## src/rtl/pixaddr_pkg.sv

```systemverilog
package pixaddr_pkg;

  // Default geometry of the coordinate and address paths.
  localparam int ADDR_W_DEF    = 32;
  localparam int COORD_W_DEF   = 32;
  localparam int FRAC_W_DEF    = 16;
  localparam int IDX_W_DEF     = 15;
  localparam int STRIDE_W_DEF  = 15;
  localparam int SREG_W_DEF    = 32;
  localparam int PIX_SHIFT_DEF = 2;   // log2 of the bytes per pixel
  localparam int RST_SYNC_DEF  = 2;

  // Where the row stride of a request comes from.
  typedef enum logic {
    STRIDE_FROM_REG = 1'b0,
    STRIDE_FROM_IMM = 1'b1
  } stride_src_e;

endpackage

```

## src/rtl/pixaddr_rst_sync.sv

```systemverilog
// Reset conditioner: asserts at once and releases after STAGES clock edges.
module pixaddr_rst_sync #(
  parameter int STAGES = 2
) (
  input  logic clk,
  input  logic rst_n,
  output logic rst_q_n
);

  logic [STAGES-1:0] chain_q;
  logic [STAGES-1:0] chain_d;

  always_comb begin
    chain_d = {chain_q[STAGES-2:0], 1'b1};
  end

  always_ff @(posedge clk or negedge rst_n) begin
    if (!rst_n) begin
      chain_q <= '0;
    end else begin
      chain_q <= chain_d;
    end
  end

  assign rst_q_n = chain_q[STAGES-1];

endmodule

```

## src/rtl/pixaddr_coord_split.sv

```systemverilog
// Splits a signed fixed-point coordinate into a masked pixel index and its
// fraction. Bits above the index (the sign bit) are dropped.
module pixaddr_coord_split #(
  parameter int COORD_W = 32,
  parameter int FRAC_W  = 16,
  parameter int IDX_W   = 15
) (
  input  logic [COORD_W-1:0] coord_i,
  output logic [IDX_W-1:0]   idx_o,
  output logic [FRAC_W-1:0]  frac_o
);

  localparam int TOP_LSB = FRAC_W + IDX_W;

  assign idx_o  = coord_i[TOP_LSB-1:FRAC_W];
  assign frac_o = coord_i[FRAC_W-1:0];

  generate
    if (TOP_LSB < COORD_W) begin : g_drop_hi
      logic unused_hi;
      assign unused_hi = ^coord_i[COORD_W-1:TOP_LSB];
    end
  endgenerate

endmodule

```

## src/rtl/pixaddr_mul_stage.sv

```systemverilog
// First stage: row index times stride; the other operands are carried along.
module pixaddr_mul_stage #(
  parameter int ADDR_W   = 32,
  parameter int FRAC_W   = 16,
  parameter int IDX_W    = 15,
  parameter int STRIDE_W = 15
) (
  input  logic                        clk,
  input  logic                        rst_n,
  input  logic                        valid_i,
  input  logic [IDX_W-1:0]            row_idx_i,
  input  logic [IDX_W-1:0]            col_idx_i,
  input  logic [STRIDE_W-1:0]         stride_i,
  input  logic [ADDR_W-1:0]           base_i,
  input  logic [FRAC_W-1:0]           row_frac_i,
  input  logic [FRAC_W-1:0]           col_frac_i,
  output logic                        valid_o,
  output logic [IDX_W+STRIDE_W-1:0]   prod_o,
  output logic [IDX_W-1:0]            col_idx_o,
  output logic [ADDR_W-1:0]           base_o,
  output logic [FRAC_W-1:0]           row_frac_o,
  output logic [FRAC_W-1:0]           col_frac_o
);

  localparam int PROD_W = IDX_W + STRIDE_W;

  logic [PROD_W-1:0] prod_d;
  logic              load_en;

  always_comb begin
    prod_d  = PROD_W'(row_idx_i) * PROD_W'(stride_i);
    load_en = valid_i;
  end

  // Valid strobe: advances every cycle.
  always_ff @(posedge clk or negedge rst_n) begin
    if (!rst_n) begin
      valid_o <= 1'b0;
    end else begin
      valid_o <= valid_i;
    end
  end

  // Operand registers: loaded only for a live request.
  always_ff @(posedge clk or negedge rst_n) begin
    if (!rst_n) begin
      prod_o     <= '0;
      col_idx_o  <= '0;
      base_o     <= '0;
      row_frac_o <= '0;
      col_frac_o <= '0;
    end else if (load_en) begin
      prod_o     <= prod_d;
      col_idx_o  <= col_idx_i;
      base_o     <= base_i;
      row_frac_o <= row_frac_i;
      col_frac_o <= col_frac_i;
    end
  end

endmodule

```

## src/rtl/pixaddr_sum_stage.sv

```systemverilog
// Second stage: scales both terms by the pixel size and adds the base.
module pixaddr_sum_stage #(
  parameter int ADDR_W    = 32,
  parameter int FRAC_W    = 16,
  parameter int IDX_W     = 15,
  parameter int STRIDE_W  = 15,
  parameter int PIX_SHIFT = 2
) (
  input  logic                      clk,
  input  logic                      rst_n,
  input  logic                      valid_i,
  input  logic [IDX_W+STRIDE_W-1:0] prod_i,
  input  logic [IDX_W-1:0]          col_idx_i,
  input  logic [ADDR_W-1:0]         base_i,
  input  logic [FRAC_W-1:0]         row_frac_i,
  input  logic [FRAC_W-1:0]         col_frac_i,
  output logic                      valid_o,
  output logic [ADDR_W-1:0]         addr_o,
  output logic [FRAC_W-1:0]         row_frac_o,
  output logic [FRAC_W-1:0]         col_frac_o
);

  localparam int PROD_W = IDX_W + STRIDE_W;
  localparam int ROW_BYTES_W = PROD_W + PIX_SHIFT;
  localparam int COL_BYTES_W = IDX_W + PIX_SHIFT;

  logic [ROW_BYTES_W-1:0] row_bytes;
  logic [COL_BYTES_W-1:0] col_bytes;
  logic [ADDR_W-1:0]      addr_d;
  logic                   load_en;

  always_comb begin
    row_bytes = {prod_i, {PIX_SHIFT{1'b0}}};
    col_bytes = {col_idx_i, {PIX_SHIFT{1'b0}}};
    addr_d    = base_i + ADDR_W'(col_bytes) + ADDR_W'(row_bytes);
    load_en   = valid_i;
  end

  always_ff @(posedge clk or negedge rst_n) begin
    if (!rst_n) begin
      valid_o <= 1'b0;
    end else begin
      valid_o <= valid_i;
    end
  end

  always_ff @(posedge clk or negedge rst_n) begin
    if (!rst_n) begin
      addr_o     <= '0;
      row_frac_o <= '0;
      col_frac_o <= '0;
    end else if (load_en) begin
      addr_o     <= addr_d;
      row_frac_o <= row_frac_i;
      col_frac_o <= col_frac_i;
    end
  end

endmodule

```

## src/rtl/pixaddr_gen.sv

```systemverilog
// Sub-pixel coordinate to frame buffer byte address, two-stage pipeline.
module pixaddr_gen
  import pixaddr_pkg::*;
#(
  parameter int ADDR_W     = ADDR_W_DEF,
  parameter int COORD_W    = COORD_W_DEF,
  parameter int FRAC_W     = FRAC_W_DEF,
  parameter int IDX_W      = IDX_W_DEF,
  parameter int STRIDE_W   = STRIDE_W_DEF,
  parameter int SREG_W     = SREG_W_DEF,
  parameter int PIX_SHIFT  = PIX_SHIFT_DEF,
  parameter int RST_STAGES = RST_SYNC_DEF
) (
  input  logic                clk,
  input  logic                rst_n,
  input  logic                in_valid,
  input  logic [ADDR_W-1:0]   in_base,
  input  logic                in_stride_sel,
  input  logic [STRIDE_W-1:0] in_stride_imm,
  input  logic [SREG_W-1:0]   in_stride_reg,
  input  logic [COORD_W-1:0]  in_row,
  input  logic [COORD_W-1:0]  in_col,
  output logic                out_valid,
  output logic [ADDR_W-1:0]   out_addr,
  output logic [FRAC_W-1:0]   out_row_frac,
  output logic [FRAC_W-1:0]   out_col_frac
);

  localparam int NUM_AXES = 2;   // 0 = row, 1 = column
  localparam int PROD_W   = IDX_W + STRIDE_W;

  logic rst_q_n;

  pixaddr_rst_sync #(.STAGES(RST_STAGES)) u_rst_sync (
    .clk     (clk),
    .rst_n   (rst_n),
    .rst_q_n (rst_q_n)
  );

  // Coordinate splitting, one slice per axis.
  logic [COORD_W-1:0] axis_coord [NUM_AXES];
  logic [IDX_W-1:0]   axis_idx   [NUM_AXES];
  logic [FRAC_W-1:0]  axis_frac  [NUM_AXES];

  assign axis_coord[0] = in_row;
  assign axis_coord[1] = in_col;

  generate
    for (genvar g = 0; g < NUM_AXES; g++) begin : g_axis
      pixaddr_coord_split #(
        .COORD_W (COORD_W),
        .FRAC_W  (FRAC_W),
        .IDX_W   (IDX_W)
      ) u_split (
        .coord_i (axis_coord[g]),
        .idx_o   (axis_idx[g]),
        .frac_o  (axis_frac[g])
      );
    end
  endgenerate

  // Stride source selection.
  stride_src_e         stride_src;
  logic [STRIDE_W-1:0] stride_eff;

  always_comb begin
    stride_src = stride_src_e'(in_stride_sel);
    unique case (stride_src)
      STRIDE_FROM_IMM: stride_eff = in_stride_imm;
      default:         stride_eff = in_stride_reg[STRIDE_W-1:0];
    endcase
  end

  generate
    if (SREG_W > STRIDE_W) begin : g_sreg_hi
      logic unused_sreg_hi;
      assign unused_sreg_hi = ^in_stride_reg[SREG_W-1:STRIDE_W];
    end
  endgenerate

  // Stage 1 outputs.
  logic              s1_valid;
  logic [PROD_W-1:0] s1_prod;
  logic [IDX_W-1:0]  s1_col_idx;
  logic [ADDR_W-1:0] s1_base;
  logic [FRAC_W-1:0] s1_row_frac;
  logic [FRAC_W-1:0] s1_col_frac;

  pixaddr_mul_stage #(
    .ADDR_W   (ADDR_W),
    .FRAC_W   (FRAC_W),
    .IDX_W    (IDX_W),
    .STRIDE_W (STRIDE_W)
  ) u_mul (
    .clk        (clk),
    .rst_n      (rst_q_n),
    .valid_i    (in_valid),
    .row_idx_i  (axis_idx[0]),
    .col_idx_i  (axis_idx[1]),
    .stride_i   (stride_eff),
    .base_i     (in_base),
    .row_frac_i (axis_frac[0]),
    .col_frac_i (axis_frac[1]),
    .valid_o    (s1_valid),
    .prod_o     (s1_prod),
    .col_idx_o  (s1_col_idx),
    .base_o     (s1_base),
    .row_frac_o (s1_row_frac),
    .col_frac_o (s1_col_frac)
  );

  pixaddr_sum_stage #(
    .ADDR_W    (ADDR_W),
    .FRAC_W    (FRAC_W),
    .IDX_W     (IDX_W),
    .STRIDE_W  (STRIDE_W),
    .PIX_SHIFT (PIX_SHIFT)
  ) u_sum (
    .clk        (clk),
    .rst_n      (rst_q_n),
    .valid_i    (s1_valid),
    .prod_i     (s1_prod),
    .col_idx_i  (s1_col_idx),
    .base_i     (s1_base),
    .row_frac_i (s1_row_frac),
    .col_frac_i (s1_col_frac),
    .valid_o    (out_valid),
    .addr_o     (out_addr),
    .row_frac_o (out_row_frac),
    .col_frac_o (out_col_frac)
  );

endmodule

```

## config.mk

```make
export PLATFORM = sky130hd
export DESIGN_NAME = pixaddr_gen
export DESIGN_NICKNAME = d
export VERILOG_FILES = /design/src/rtl/pixaddr_pkg.sv /design/src/rtl/pixaddr_rst_sync.sv /design/src/rtl/pixaddr_coord_split.sv /design/src/rtl/pixaddr_mul_stage.sv /design/src/rtl/pixaddr_sum_stage.sv /design/src/rtl/pixaddr_gen.sv
export SDC_FILE = /design/constraint.sdc
export NUM_CORES = 1
export LEC_CHECK = 0
export ABC_CLOCK_PERIOD_IN_PS = 5300
export CAP_MARGIN = 20
export CORE_MARGIN = 4
export CORE_UTILIZATION = 52
export DETAILED_ROUTE_END_ITERATION = 7
export HOLD_SLACK_MARGIN = 0.08
export PLACE_DENSITY = 0.82
export SYNTH_ARGS = -nofsm -noshare
export SYNTH_HDL_FRONTEND = slang
export SYNTH_SLANG_ARGS = --single-unit
```

## constraint.sdc

```tcl
create_clock -name clk -period 5.3 [get_ports clk]
set_clock_uncertainty 0.2 [all_clocks]
set_input_delay 1.06 -clock clk [delete_from_list [all_inputs] [get_ports clk]]
set_output_delay 1.06 -clock clk [all_outputs]
set_load 0.02 [all_outputs]
```

==> key figures, run 1 <==
Logic synthesis
  – Syn_area_per_cell: 10.50 um2
  – Most frequent cells after synthesis: inv_1 (198), fa_1 (183), dfrtp_1 (177), mux2_2 (160), ha_1 (136)
  – Synth top area share: 0.2710
  – Largest family of logic cells by synthesized area: adder cells
  – Xor/xnor share of the synthesized area: 0.02465
  – Area share of and/or/nand/nor cells after synthesis: 0.1205
  – Asr flop ratio synth: 1.000
  – Sequential share of the synthesized area: 0.2710
  – YS warnings: 0
  – Cell Area, Synth: 16350 um2
  – Compound-Gate Fraction of Synth Area: 0.07761
  – Synthesized net count: 2023
  – Number of synthesized flops with an enable pin: 0
  – Synth area leader: dfrtp_1
  – Post-Synthesis Cells: 1557
  – Post-synthesis mux area share: 0.1151
  – Post-synth cell types: 62
  – Most used DFF post-synth: dfrtp_1
  – Most frequent cell after synthesis: inv_1
  – Adder-cell area share of the yosys netlist: 0.3282
  – Top cells by area, synth: dfrtp_1 (27%), fa_1 (22%), mux2_2 (11%)
  – Register bit total from synthesis: 177

Route
  – DRT antenna net count: 0
  – Vias: 12517
  – Starting DRC count in detailed routing: 653
  – Drt wl/cell: 18.47 um
  – DR vias/cell: 5.449
  – Detailed Route WL: 42.44 mm
  – Detailed Routing Iterations Pass 1: 5
  – Remaining DRCs: 0

Setup path
  – Worst EP required: 5.41 ns
  – Arrival @ worst endpoint: 6.75 ns
  – Critical path type: input pin to register
  – Crit path max fanout: 4
  – Type of origin of the critical path: input pin
  – Setup slack, reg-to-reg: 1.58 ns
  – R2r startpoint: u_mul.base_o[3]$_DFFE_PN0P_
  – Worst path max stage delay: 0.60 ns
  – R2R Path End: u_sum.addr_o[23]$_DFFE_PN0P_
  – Crit path cell chain: clkdlybuf4s50_1 -> mux2_4 -> and2_1 -> fa_1 -> inv_1 -> fa_1 -> inv_1 -> fa_1 -> fa_2 -> fa_1 -> fa_1 -> ha_4 -> buf_12 -> o2111ai_2 -> a31oi_2 -> a21oi_2 -> inv_1 -> o31ai_4 -> o2111a_1 -> a221o_1
  – CP dominant cell by count: fa_1
  – Reg2reg path depth: 11
  – Crit-path slowest cell: fa_2
  – Worst Setup End Kind: register

Worst hold path
  – Worst Hold Class: register to register
  – Hold depth: 0
  – Endpoint, Worst Hold: u_rst_sync.chain_q[1]$_DFF_PN0_
  – Hold Path Origin: u_rst_sync.chain_q[0]$_DFF_PN0_

GRT
  – First-pass GRT wire length: 69.57 mm
  – Number of global-route vias before repair: 13744
  – All-Layer GR Usage: 0.2519
  – Largest net degree at the start of global routing: 119
  – GRT overflow: 0
  – Initial antenna violation count: 0

Layout
  – Antenna cells: 0
  – Fraction of layout cells with a size suffix above 1: 0.2767
  – Net count, final: 2354
  – Fillers: 2167
  – Layout Area Growth over Synthesis: 32.71%
  – Final instance area: 21690 um2

STA
  – Fin crit period: 6.638 ns
  – Fin Setup TNS: -24.19 ns
  – Final Slew Violations: 0
  – Worst Slack Setup Final: -1.338 ns
  – Endpoints failing hold: 0
  – Max frequency: 150.6 MHz
  – Rel. slew slack: 0.5019
  – RSZ-0062 raised after global routing: true
  – Slew at the pin closest to its max-slew limit: 0.7472 ns
  – Final worst path period share: 1.253
  – Setup-failing EPs final: 23

Clock tree
  – TritonCTS clock tree: done
  – Worst-path clk slew: 0.07 ns
  – # H-tree levels: 4
  – Deepest clock path buffer count: 2
  – Later-pin clock latency in the skew report: 0.43 ns
  – Clock sinks: 177
  – CTS root buf: clkbuf_16
  – CTS Buf Count: 17

Die
  – Starting Density: 0.5302
  – Die height: 185.3 um
  – IO Pins: 212
  – Row count: 64
  – Core Box Area: 30830 um2
  – Die X-Extent: 185.3 um
  – Die footprint: 34340 um2

Place
  – Final GP Congestion: 0.8897
  – Post-DP HPWL: 32.51 mm
  – Number of port buffers: 192
  – Area after DPL: 20060 um2

Status
  – Status: finished, violations left
  – Failing checks: setup timing

Job
  – Max-cap check violation count: 0
==> cell families after synthesis <==
group / after synthesis
buffers and inverters: 273
other: 1
AOI/OAI and AO/OA: 189
muxes: 168
DFF: 177
adders and majority gates: 319
and+or+nand+nor: 384
xor gates and xnor gates: 46
==> worst max path at each step <==
stage / from / depth (start not counted) / to / slack, ns
2_1_floorplan: in_stride_sel / 21 / u_mul.prod_o[25]$_DFFE_PN0P_ / -1.47
3_3_place_gp: in_stride_sel / 19 / u_mul.prod_o[26]$_DFFE_PN0P_ / -2.08
6_report: in_stride_imm[10] / 20 / u_mul.prod_o[26]$_DFFE_PN0P_ / -1.34
3_5_place_dp: in_stride_sel / 20 / u_mul.prod_o[22]$_DFFE_PN0P_ / -2.21
5_1_grt: in_stride_sel / 26 / u_mul.prod_o[28]$_DFFE_PN0P_ / -1.50
4_1_cts: in_stride_sel / 25 / u_mul.prod_o[26]$_DFFE_PN0P_ / -1.24
==> what timing repair did <==
action                     4_1_cts  5_1_grt
hold buffers                     0        0
setup buffers                   27       20
cloned                           0        1
pin swaps                       78       51
setup endpoints to repair       24       24
gates resized for setup        134       51
==> state kept, by name (all words and copies together), names as in the netlist <==
signal,count
u_rst_sync.chain_q,2
u_sum.valid_o,1
u_sum.row_frac_o,16
u_mul.row_frac_o,16
u_mul.base_o,32
u_mul.valid_o,1
u_mul.prod_o,30
u_sum.addr_o,32
u_mul.col_frac_o,16
u_mul.col_idx_o,15
u_sum.col_frac_o,16
==> critical path: cells and delay by family <==
kind            cells  cell delay, ns
fa+ha+maj           7            3.36
compound gates      6            1.07
buf+inv             5            0.77
mux                 1            0.30
simple gates        1            0.18
==> final cells by class <==
cell class                 instances  area [um2]  share of cell area
multi-input combinational       1107       11750              0.5416
sequential                       177        4434              0.2044
timing repair buffer             387        3680              0.1696
inverter                         198       743.2             0.03426
tap                              396       495.5             0.02284
clock buffer                      18       429.2             0.01978
clock inverter                    14       162.7            0.007498
==> placed cells by master, fill, tap and decap left out, types with 33 or more instances in the layout <==
cell,instances
inv_1,181
dfrtp_1,175
fa_1,174
clkdlybuf4s50_1,174
buf_4,147
mux2_2,145
ha_1,122
nand2_1,114
nor2b_1,65
and2_1,60
a21oi_1,47
nor2_1,41
buf_6,37
xnor2_1,33
==> through the flow <==
step | hold slack [ns] | instances | util | setup slack [ns]
3_3_place_gp | 0.1360 | 2220 | 0.6507 | -2.084
5_1_grt | 0.1840 | 2297 | 0.7037 | -1.497
2_1_floorplan | 0.1311 | 1557 | - | -1.466
4_1_cts | 0.1680 | 2278 | 0.6921 | -1.242
3_5_place_dp | 0.1504 | 2220 | 0.6507 | -2.214
6_report | 0.1666 | 2297 | 0.7037 | -1.338
==> metal layers <==
metal / track usage / routed length, um / vias up
met5: 0 / 0 / -
met4: 0.06195 / 875 / 0
met3: 0.06383 / 2855 / 52
met2: 0.4446 / 21430 / 342
met1: 0.3108 / 17270 / 6338
li1: - / - / 5785
Power of run 1 is not shown: default switching activity piles up to over one toggle a cycle in this logic, so the estimate is an artifact.
==> run 2: changes to the inputs <==
--- a/config.mk
+++ b/config.mk
@@ -7,7 +7,7 @@
 export LEC_CHECK = 0
 export ABC_CLOCK_PERIOD_IN_PS = 5300
 export CAP_MARGIN = 20
-export CORE_MARGIN = 4
+export CORE_MARGIN = 5
 export CORE_UTILIZATION = 52
 export DETAILED_ROUTE_END_ITERATION = 7
 export HOLD_SLACK_MARGIN = 0.08
==> key figures, run 2 (synthesized netlist as in run 1, its figures left out) <==
Route
  – Starting DRC count in detailed routing: 573 (was 653)
  – Detailed Routing Iterations Pass 1: 5 (unchanged)
  – Remaining DRCs: 0 (unchanged)
  – DRT antenna net count: 0 (unchanged)
  – DR vias/cell: 5.496 (was 5.449)
  – Drt wl/cell: 18.69 um (was 18.47 um)
  – Detailed Route WL: 42.61 mm (was 42.44 mm)
  – Vias: 12530 (was 12517)

Clock tree
  – Worst-path clk slew: 0.08 ns (was 0.07 ns)
  – Later-pin clock latency in the skew report: 0.43 ns (about the same)
  – TritonCTS clock tree: done (unchanged)
  – # H-tree levels: 4 (unchanged)
  – Hold_buf cts: 0 (unchanged)
  – Deepest clock path buffer count: 2 (unchanged)
  – CTS root buf: clkbuf_16 (unchanged)
  – Clock sinks: 177 (unchanged)
  – CTS Buf Count: 17 (unchanged)

Layout
  – Net count, final: 2331 (was 2354)
  – Antenna cells: 0 (unchanged)
  – Area occupied by multi-input gates: 11870 um2 (was 11750 um2)
  – Commonest non-fill, non-tap cells in the layout: inv_1 (180), dfrtp_1 (175), clkdlybuf4s50_1 (170) (was inv_1 (181), dfrtp_1 (175), fa_1 (174), clkdlybuf4s50_1 (174), buf_4 (147))
  – Layout Area Growth over Synthesis: 32.88% (was 32.71%)
  – Final instance area: 21720 um2 (was 21690 um2)
  – Non-Filler Instances: 2280 (was 2297)
  – Largest registers: u_mul.base_o x32, u_sum.addr_o x32, u_mul.prod_o x30 (unchanged)
  – Fillers: 2167 (unchanged)
  – Most common cell after layout, fill and taps aside: inv_1 (unchanged)
  – FF/Latch Area: 4434 um2 (unchanged)
  – Fraction of layout cells with a size suffix above 1: 0.2769 (was 0.2767)

GRT
  – First-pass GRT wire length: 70.94 mm (was 69.57 mm)
  – All-Layer GR Usage: 0.2464 (was 0.2519)
  – Largest net degree at the start of global routing: 123 (was 119)
  – Number of global-route vias before repair: 13974 (was 13744)
  – GRT overflow: 0 (unchanged)
  – Initial antenna violation count: 0 (unchanged)

Worst hold path
  – Hold depth: 0 (unchanged)
  – Hold Path Origin: u_rst_sync.chain_q[0]$_DFF_PN0_ (unchanged)
  – Endpoint, Worst Hold: u_rst_sync.chain_q[1]$_DFF_PN0_ (unchanged)
  – Worst Hold Class: register to register (unchanged)

Setup path
  – R2R Path End: u_sum.addr_o[23]$_DFFE_PN0P_ (unchanged)
  – Worst EP required: 5.41 ns (about the same)
  – Critical path type: input pin to register (unchanged)
  – Arrival @ worst endpoint: 6.67 ns (was 6.75 ns)
  – R2r startpoint: u_mul.base_o[3]$_DFFE_PN0P_ (unchanged)
  – Setup slack, reg-to-reg: 1.49 ns (was 1.58 ns)
  – Worst Setup End Kind: register (unchanged)
  – Type of origin of the critical path: input pin (unchanged)
  – Reg2reg path depth: 11 (unchanged)
  – Crit path max fanout: 4 (unchanged)

Status
  – Status: finished, violations left (unchanged)
  – Failing checks: setup timing (unchanged)

STA
  – Fin Setup TNS: -23.45 ns (was -24.19 ns)
  – Slew at the pin closest to its max-slew limit: 0.8714 ns (was 0.7472 ns)
  – Setup-failing EPs final: 23 (unchanged)
  – Final worst path period share: 1.239 (was 1.253)
  – Max frequency: 152.3 MHz (was 150.6 MHz)
  – Fin crit period: 6.565 ns (was 6.638 ns)
  – Final Slew Violations: 0 (unchanged)
  – Hold WS: 0.1536 ns (was 0.1666 ns)
  – Endpoints failing hold: 0 (unchanged)
  – Worst Slack Setup Final: -1.265 ns (was -1.338 ns)
  – Rel. slew slack: 0.4191 (was 0.5019)
  – RSZ-0062 raised after global routing: true (unchanged)

Place
  – Final GP Congestion: 0.8645 (was 0.8897)
  – Area after DPL: 20050 um2 (was 20060 um2)
  – Placed cell count: 2219 (was 2220)
  – Number of port buffers: 192 (unchanged)
  – Post-DP HPWL: 32.90 mm (was 32.51 mm)

Die
  – Row count: 65 (was 64)
  – Die height: 187.3 um (was 185.3 um)
  – Starting Density: 0.5221 (was 0.5302)
  – Core Box Area: 31310 um2 (was 30830 um2)
  – Die X-Extent: 187.3 um (was 185.3 um)
  – IO Pins: 212 (unchanged)
  – Die footprint: 35080 um2 (was 34340 um2)

Job
  – Max-cap check violation count: 0 (unchanged)
## run 2: cell count changes in the layout (fill, tap and decap cells not counted), moves of 5 or more
cell,before,now
buf_4,147,123
buf_12,10,16
fa_2,9,14
dlygate4sd2_1,10,17
buf_6,37,32
ha_1,122,117
fa_1,174,169
## run 2: repair_timing
| item | 4_1_cts | 5_1_grt |
|---|---|---|
| setup endpoints to repair | 24 | 24 |
| gates resized for setup | 150 | 52 |
| setup buffers | 22 | 6 |
| cloned | 1 | 0 |
| endpoints found under the hold margin | 0 | 0 |
| pin swaps | 89 | 31 |
## run 2: routing by layer
metal / vias up / GRT usage / part of all wire
li1: 5720 / - / -
met2: 401 / 0.4382 / 0.51
met4: 0 / 0.06854 / 0.027
met5: - / 0 / 0
met3: 85 / 0.06159 / 0.066
met1: 6324 / 0.2984 / 0.40
## run 2: worst max path at each step
stage | cells after the start | slack (ns) | end | from
3_3_place_gp | 21 | -2.12 | u_mul.prod_o[26]$_DFFE_PN0P_ | in_stride_sel
4_1_cts | 23 | -1.17 | u_mul.prod_o[22]$_DFFE_PN0P_ | in_stride_sel
6_report | 22 | -1.27 | u_mul.prod_o[25]$_DFFE_PN0P_ | in_stride_sel
5_1_grt | 20 | -1.46 | u_mul.prod_o[25]$_DFFE_PN0P_ | in_stride_reg[13]
2_1_floorplan | 21 | -1.47 | u_mul.prod_o[25]$_DFFE_PN0P_ | in_stride_sel
3_5_place_dp | 22 | -2.14 | u_mul.prod_o[29]$_DFFE_PN0P_ | in_stride_sel
## run 2: layout make-up
cell class | instances | area share
Timing Repair Buffer | 364 | 0.1634
Inverter | 198 | 0.03421
Tap cell | 402 | 0.02316
Multi-Input combinational cell | 1107 | 0.5465
Sequential cell | 177 | 0.2041
Clock inverter | 15 | 0.008986
Clock buffer | 17 | 0.01958
## run 2: critical path, cell delays in order
cell and delay (ns):
buf_12 0.11, buf_16 0.13, buf_6 0.11, mux2i_4 0.20
buf_6 0.13, buf_6 0.12, nand2b_4 0.13, fa_2 0.54
fa_1 0.43, fa_1 0.52, fa_1 0.47, fa_1 0.52
fa_1 0.55, inv_2 0.05, ha_4 0.29, nand2_2 0.09
nor2_4 0.17, a21oi_4 0.10, o41ai_4 0.32, a31oi_1 0.18
xnor2_1 0.17, mux2_4 0.27
## run 2: stage by stage
| stage | util | worst slack (ns) |
|---|---|---|
| after floorplan | - | -1.466 |
| after global placement | 0.6405 | -2.119 |
| after detailed placement | 0.6405 | -2.144 |
| after CTS | 0.6860 | -1.174 |
| after global routing | 0.6937 | -1.463 |
| final | 0.6937 | -1.265 |
Power of run 2 is left out for the same reason.
==> run 3: changes to the inputs <==
--- a/config.mk
+++ b/config.mk
@@ -5,13 +5,14 @@
 export SDC_FILE = /design/constraint.sdc
 export NUM_CORES = 1
 export LEC_CHECK = 0
-export ABC_CLOCK_PERIOD_IN_PS = 5300
+export ABC_CLOCK_PERIOD_IN_PS = 6200
 export CAP_MARGIN = 20
 export CORE_MARGIN = 5
-export CORE_UTILIZATION = 52
+export CORE_UTILIZATION = 55
+export CTS_CLUSTER_DIAMETER = 200
 export DETAILED_ROUTE_END_ITERATION = 7
 export HOLD_SLACK_MARGIN = 0.08
-export PLACE_DENSITY = 0.82
+export PLACE_DENSITY = 0.83
 export SYNTH_ARGS = -nofsm -noshare
 export SYNTH_HDL_FRONTEND = slang
 export SYNTH_SLANG_ARGS = --single-unit
==> constraint.sdc (replaced) <==
create_clock -name clk -period 6.2 [get_ports clk]
set_clock_uncertainty 0.2 [all_clocks]
set_input_delay 1.24 -clock clk [delete_from_list [all_inputs] [get_ports clk]]
set_output_delay 1.24 -clock clk [all_outputs]
set_load 0.02 [all_outputs]
==> key figures, run 3 (synthesized netlist as in run 1, its figures left out) <==
Setup path
  – Worst path max stage delay: 0.57 ns (was 0.55 ns)
  – CP top delay family: adder cells (unchanged)
  – Critical path type: input pin to register (unchanged)
  – CP dominant cell by count: fa_1 (unchanged)
  – Arrival @ worst endpoint: 6.91 ns (was 6.67 ns)
  – Type of origin of the critical path: input pin (unchanged)
  – Crit path cell chain: buf_12 -> buf_12 -> buf_12 -> mux2i_4 -> buf_6 -> nor2b_2 -> fa_1 -> inv_2 -> fa_1 -> inv_2 -> fa_1 -> fa_2 -> fa_1 -> inv_1 -> fa_1 -> inv_2 -> ha_4 -> nand2_4 -> o21ai_4 -> a21oi_4 -> o41ai_4 -> a31oi_1 -> xnor2_1 -> mux2_4 (was buf_12 -> buf_16 -> buf_6 -> mux2i_4 -> buf_6 -> buf_6 -> nand2b_4 -> fa_2 -> fa_1 -> fa_1 -> fa_1 -> fa_1 -> fa_1 -> inv_2 -> ha_4 -> nand2_2 -> nor2_4 -> a21oi_4 -> o41ai_4 -> a31oi_1 -> xnor2_1 -> mux2_4)
  – CP bufs+invs: 8 (was 6)
  – Worst Setup End Kind: register (unchanged)
  – Crit-path slowest cell: fa_1 (unchanged)
  – Worst EP required: 6.32 ns (was 5.41 ns)
  – Crit path max fanout: 7 (was 4)

Layout
  – Layout Area Growth over Synthesis: 32.66% (was 32.88%)
  – Largest registers: u_mul.base_o x32, u_sum.addr_o x32, u_mul.prod_o x30 (unchanged)
  – Most common cell after layout, fill and taps aside: inv_1 (unchanged)
  – Antenna cells: 0 (unchanged)
  – Fraction of layout cells with a size suffix above 1: 0.2708 (was 0.2769)
  – Net count, final: 2340 (was 2331)
  – Non-Filler Instances: 2277 (was 2280)
  – Commonest non-fill, non-tap cells in the layout: inv_1 (184), fa_1 (175), dfrtp_1 (175) (was inv_1 (180), dfrtp_1 (175), clkdlybuf4s50_1 (170))
  – Core Util, Final: 0.7356 (was 0.6937)
  – Fillers: 1928 (was 2167)

Die
  – Core Box Area: 29480 um2 (was 31310 um2)
  – IO Pins: 212 (unchanged)
  – Starting Density: 0.5545 (was 0.5221)
  – Die X-Extent: 182.4 um (was 187.3 um)
  – Row count: 63 (was 65)
  – Die footprint: 33270 um2 (was 35080 um2)
  – Die height: 182.4 um (was 187.3 um)

Clock tree
  – Later-pin clock latency in the skew report: 0.43 ns (about the same)
  – CTS root buf: clkbuf_16 (unchanged)
  – # H-tree levels: 4 (unchanged)
  – Worst-path clk slew: 0.08 ns (about the same)
  – Clock sinks: 177 (unchanged)
  – Deepest clock path buffer count: 2 (unchanged)
  – TritonCTS clock tree: done (unchanged)
  – Hold_buf cts: 0 (unchanged)
  – CTS Buf Count: 17 (unchanged)

GRT
  – All-Layer GR Usage: 0.2606 (was 0.2464)
  – First-pass GRT wire length: 70.80 mm (was 70.94 mm)
  – Largest net degree at the start of global routing: 144 (was 123)
  – Initial antenna violation count: 0 (unchanged)
  – Number of global-route vias before repair: 14242 (was 13974)
  – GRT overflow: 0 (unchanged)

STA
  – Max frequency: 147.2 MHz
  – Fin Setup TNS: -8.508 ns (was -23.45 ns)
  – Endpoints failing hold: 0 (unchanged)
  – Final worst path period share: 1.096
  – Worst Slack Setup Final: -0.5934 ns (was -1.265 ns)
  – Slew at the pin closest to its max-slew limit: 0.8425 ns (was 0.8714 ns)
  – Final Slew Violations: 0 (unchanged)
  – Fin crit period: 6.793 ns
  – Setup-failing EPs final: 21 (was 23)
  – Rel. slew slack: 0.4384 (was 0.4191)
  – RSZ-0062 raised after global routing: true (unchanged)

Place
  – Final GP Congestion: 0.9068 (was 0.8645)
  – Post-DP HPWL: 32.17 mm (was 32.90 mm)
  – Number of port buffers: 192 (unchanged)
  – Placed cell count: 2208 (was 2219)

Job
  – Max-cap check violation count: 0 (unchanged)

Status
  – Status: finished, violations left (unchanged)
  – Failing checks: setup timing (unchanged)

Route
  – Vias: 12590 (was 12530)
  – DRT antenna net count: 0 (unchanged)
  – Remaining DRCs: 0 (unchanged)
  – Starting DRC count in detailed routing: 675 (was 573)
  – DR vias/cell: 5.529 (was 5.496)
  – Detailed Routing Iterations Pass 1: 5 (unchanged)
  – Detailed Route WL: 43.32 mm (was 42.61 mm)
  – Drt wl/cell: 19.03 um (was 18.69 um)

Worst hold path
  – Worst Hold Class: register to asynchronous set/reset pin (was register to register)
[run 3: worst register-to-register path, stage by stage, from the launching register on]
cell      delay, ns
dfrtp_1        0.40
fa_1           0.54
ha_1           0.16
inv_1          0.07
fa_1           0.46
nor2b_1        0.18
o31a_1         0.25
o211ai_1       0.19
a211oi_1       0.56
o21ai_1        0.16
and3_1         0.19
o31ai_1        0.28
[run 3: final timing paths]
check	slack [ns]	start	depth (start not counted)	to
max in group asynchronous	4.60	u_rst_sync.chain_q[1]$_DFF_PN0_	1	u_mul.prod_o[22]$_DFFE_PN0P_
setup reg to reg	2.43	u_mul.base_o[3]$_DFFE_PN0P_	11	u_sum.addr_o[27]$_DFFE_PN0P_
setup / recovery	-0.59	in_stride_sel	24	u_mul.prod_o[25]$_DFFE_PN0P_
hold / removal	0.08	u_rst_sync.chain_q[1]$_DFF_PN0_	0	u_mul.base_o[0]$_DFFE_PN0P_
hold reg to reg	0.08	u_rst_sync.chain_q[1]$_DFF_PN0_	0	u_mul.base_o[0]$_DFFE_PN0P_
min in group clk	0.15	u_rst_sync.chain_q[0]$_DFF_PN0_	0	u_rst_sync.chain_q[1]$_DFF_PN0_
[run 3: through the flow]
step | area [um2] | hold slack, ns | setup WS, ns
floorplan | 16830 | 0.1312 | -0.7460
global placement | 19980 | 0.08392 | -1.393
detailed placement | 19980 | 0.08801 | -1.491
CTS | 21250 | 0.09259 | -0.4926
global route | 21690 | 0.1299 | -0.7314
finish | 21690 | 0.08408 | -0.5934
[run 3: layout make-up]
class | count | area, um2 | area share
Inverter | 198 | 743.2 | 0.03427
Clock buffer | 18 | 429.2 | 0.01979
Timing Repair Buffer | 373 | 3566 | 0.1644
Clock inverter | 14 | 192.7 | 0.008885
Tap cell | 390 | 488.0 | 0.02250
Sequential cell | 177 | 4434 | 0.2045
Multi-Input combinational cell | 1107 | 11830 | 0.5456
[run 3: metal layers]
| layer | vias up | GRT usage | wire (um) |
|---|---|---|---|
| met2 | 422 | 0.4642 | 22280 |
| met1 | 6321 | 0.3081 | 16620 |
| li1 | 5738 | - | - |
| met5 | - | 0 | 0 |
| met3 | 109 | 0.06079 | 2926 |
| met4 | 0 | 0.09547 | 1501 |
[run 3: timing repair]
item / in CTS / in global routing
endpoints found under the setup margin: 22 / 21
gates cloned: 1 / 0
gates resized for setup: 137 / 76
hold endpoints to repair: 0 / 0
pin swaps: 68 / 49
setup buffers: 22 / 19
Power of run 3 is left out for the same reason.
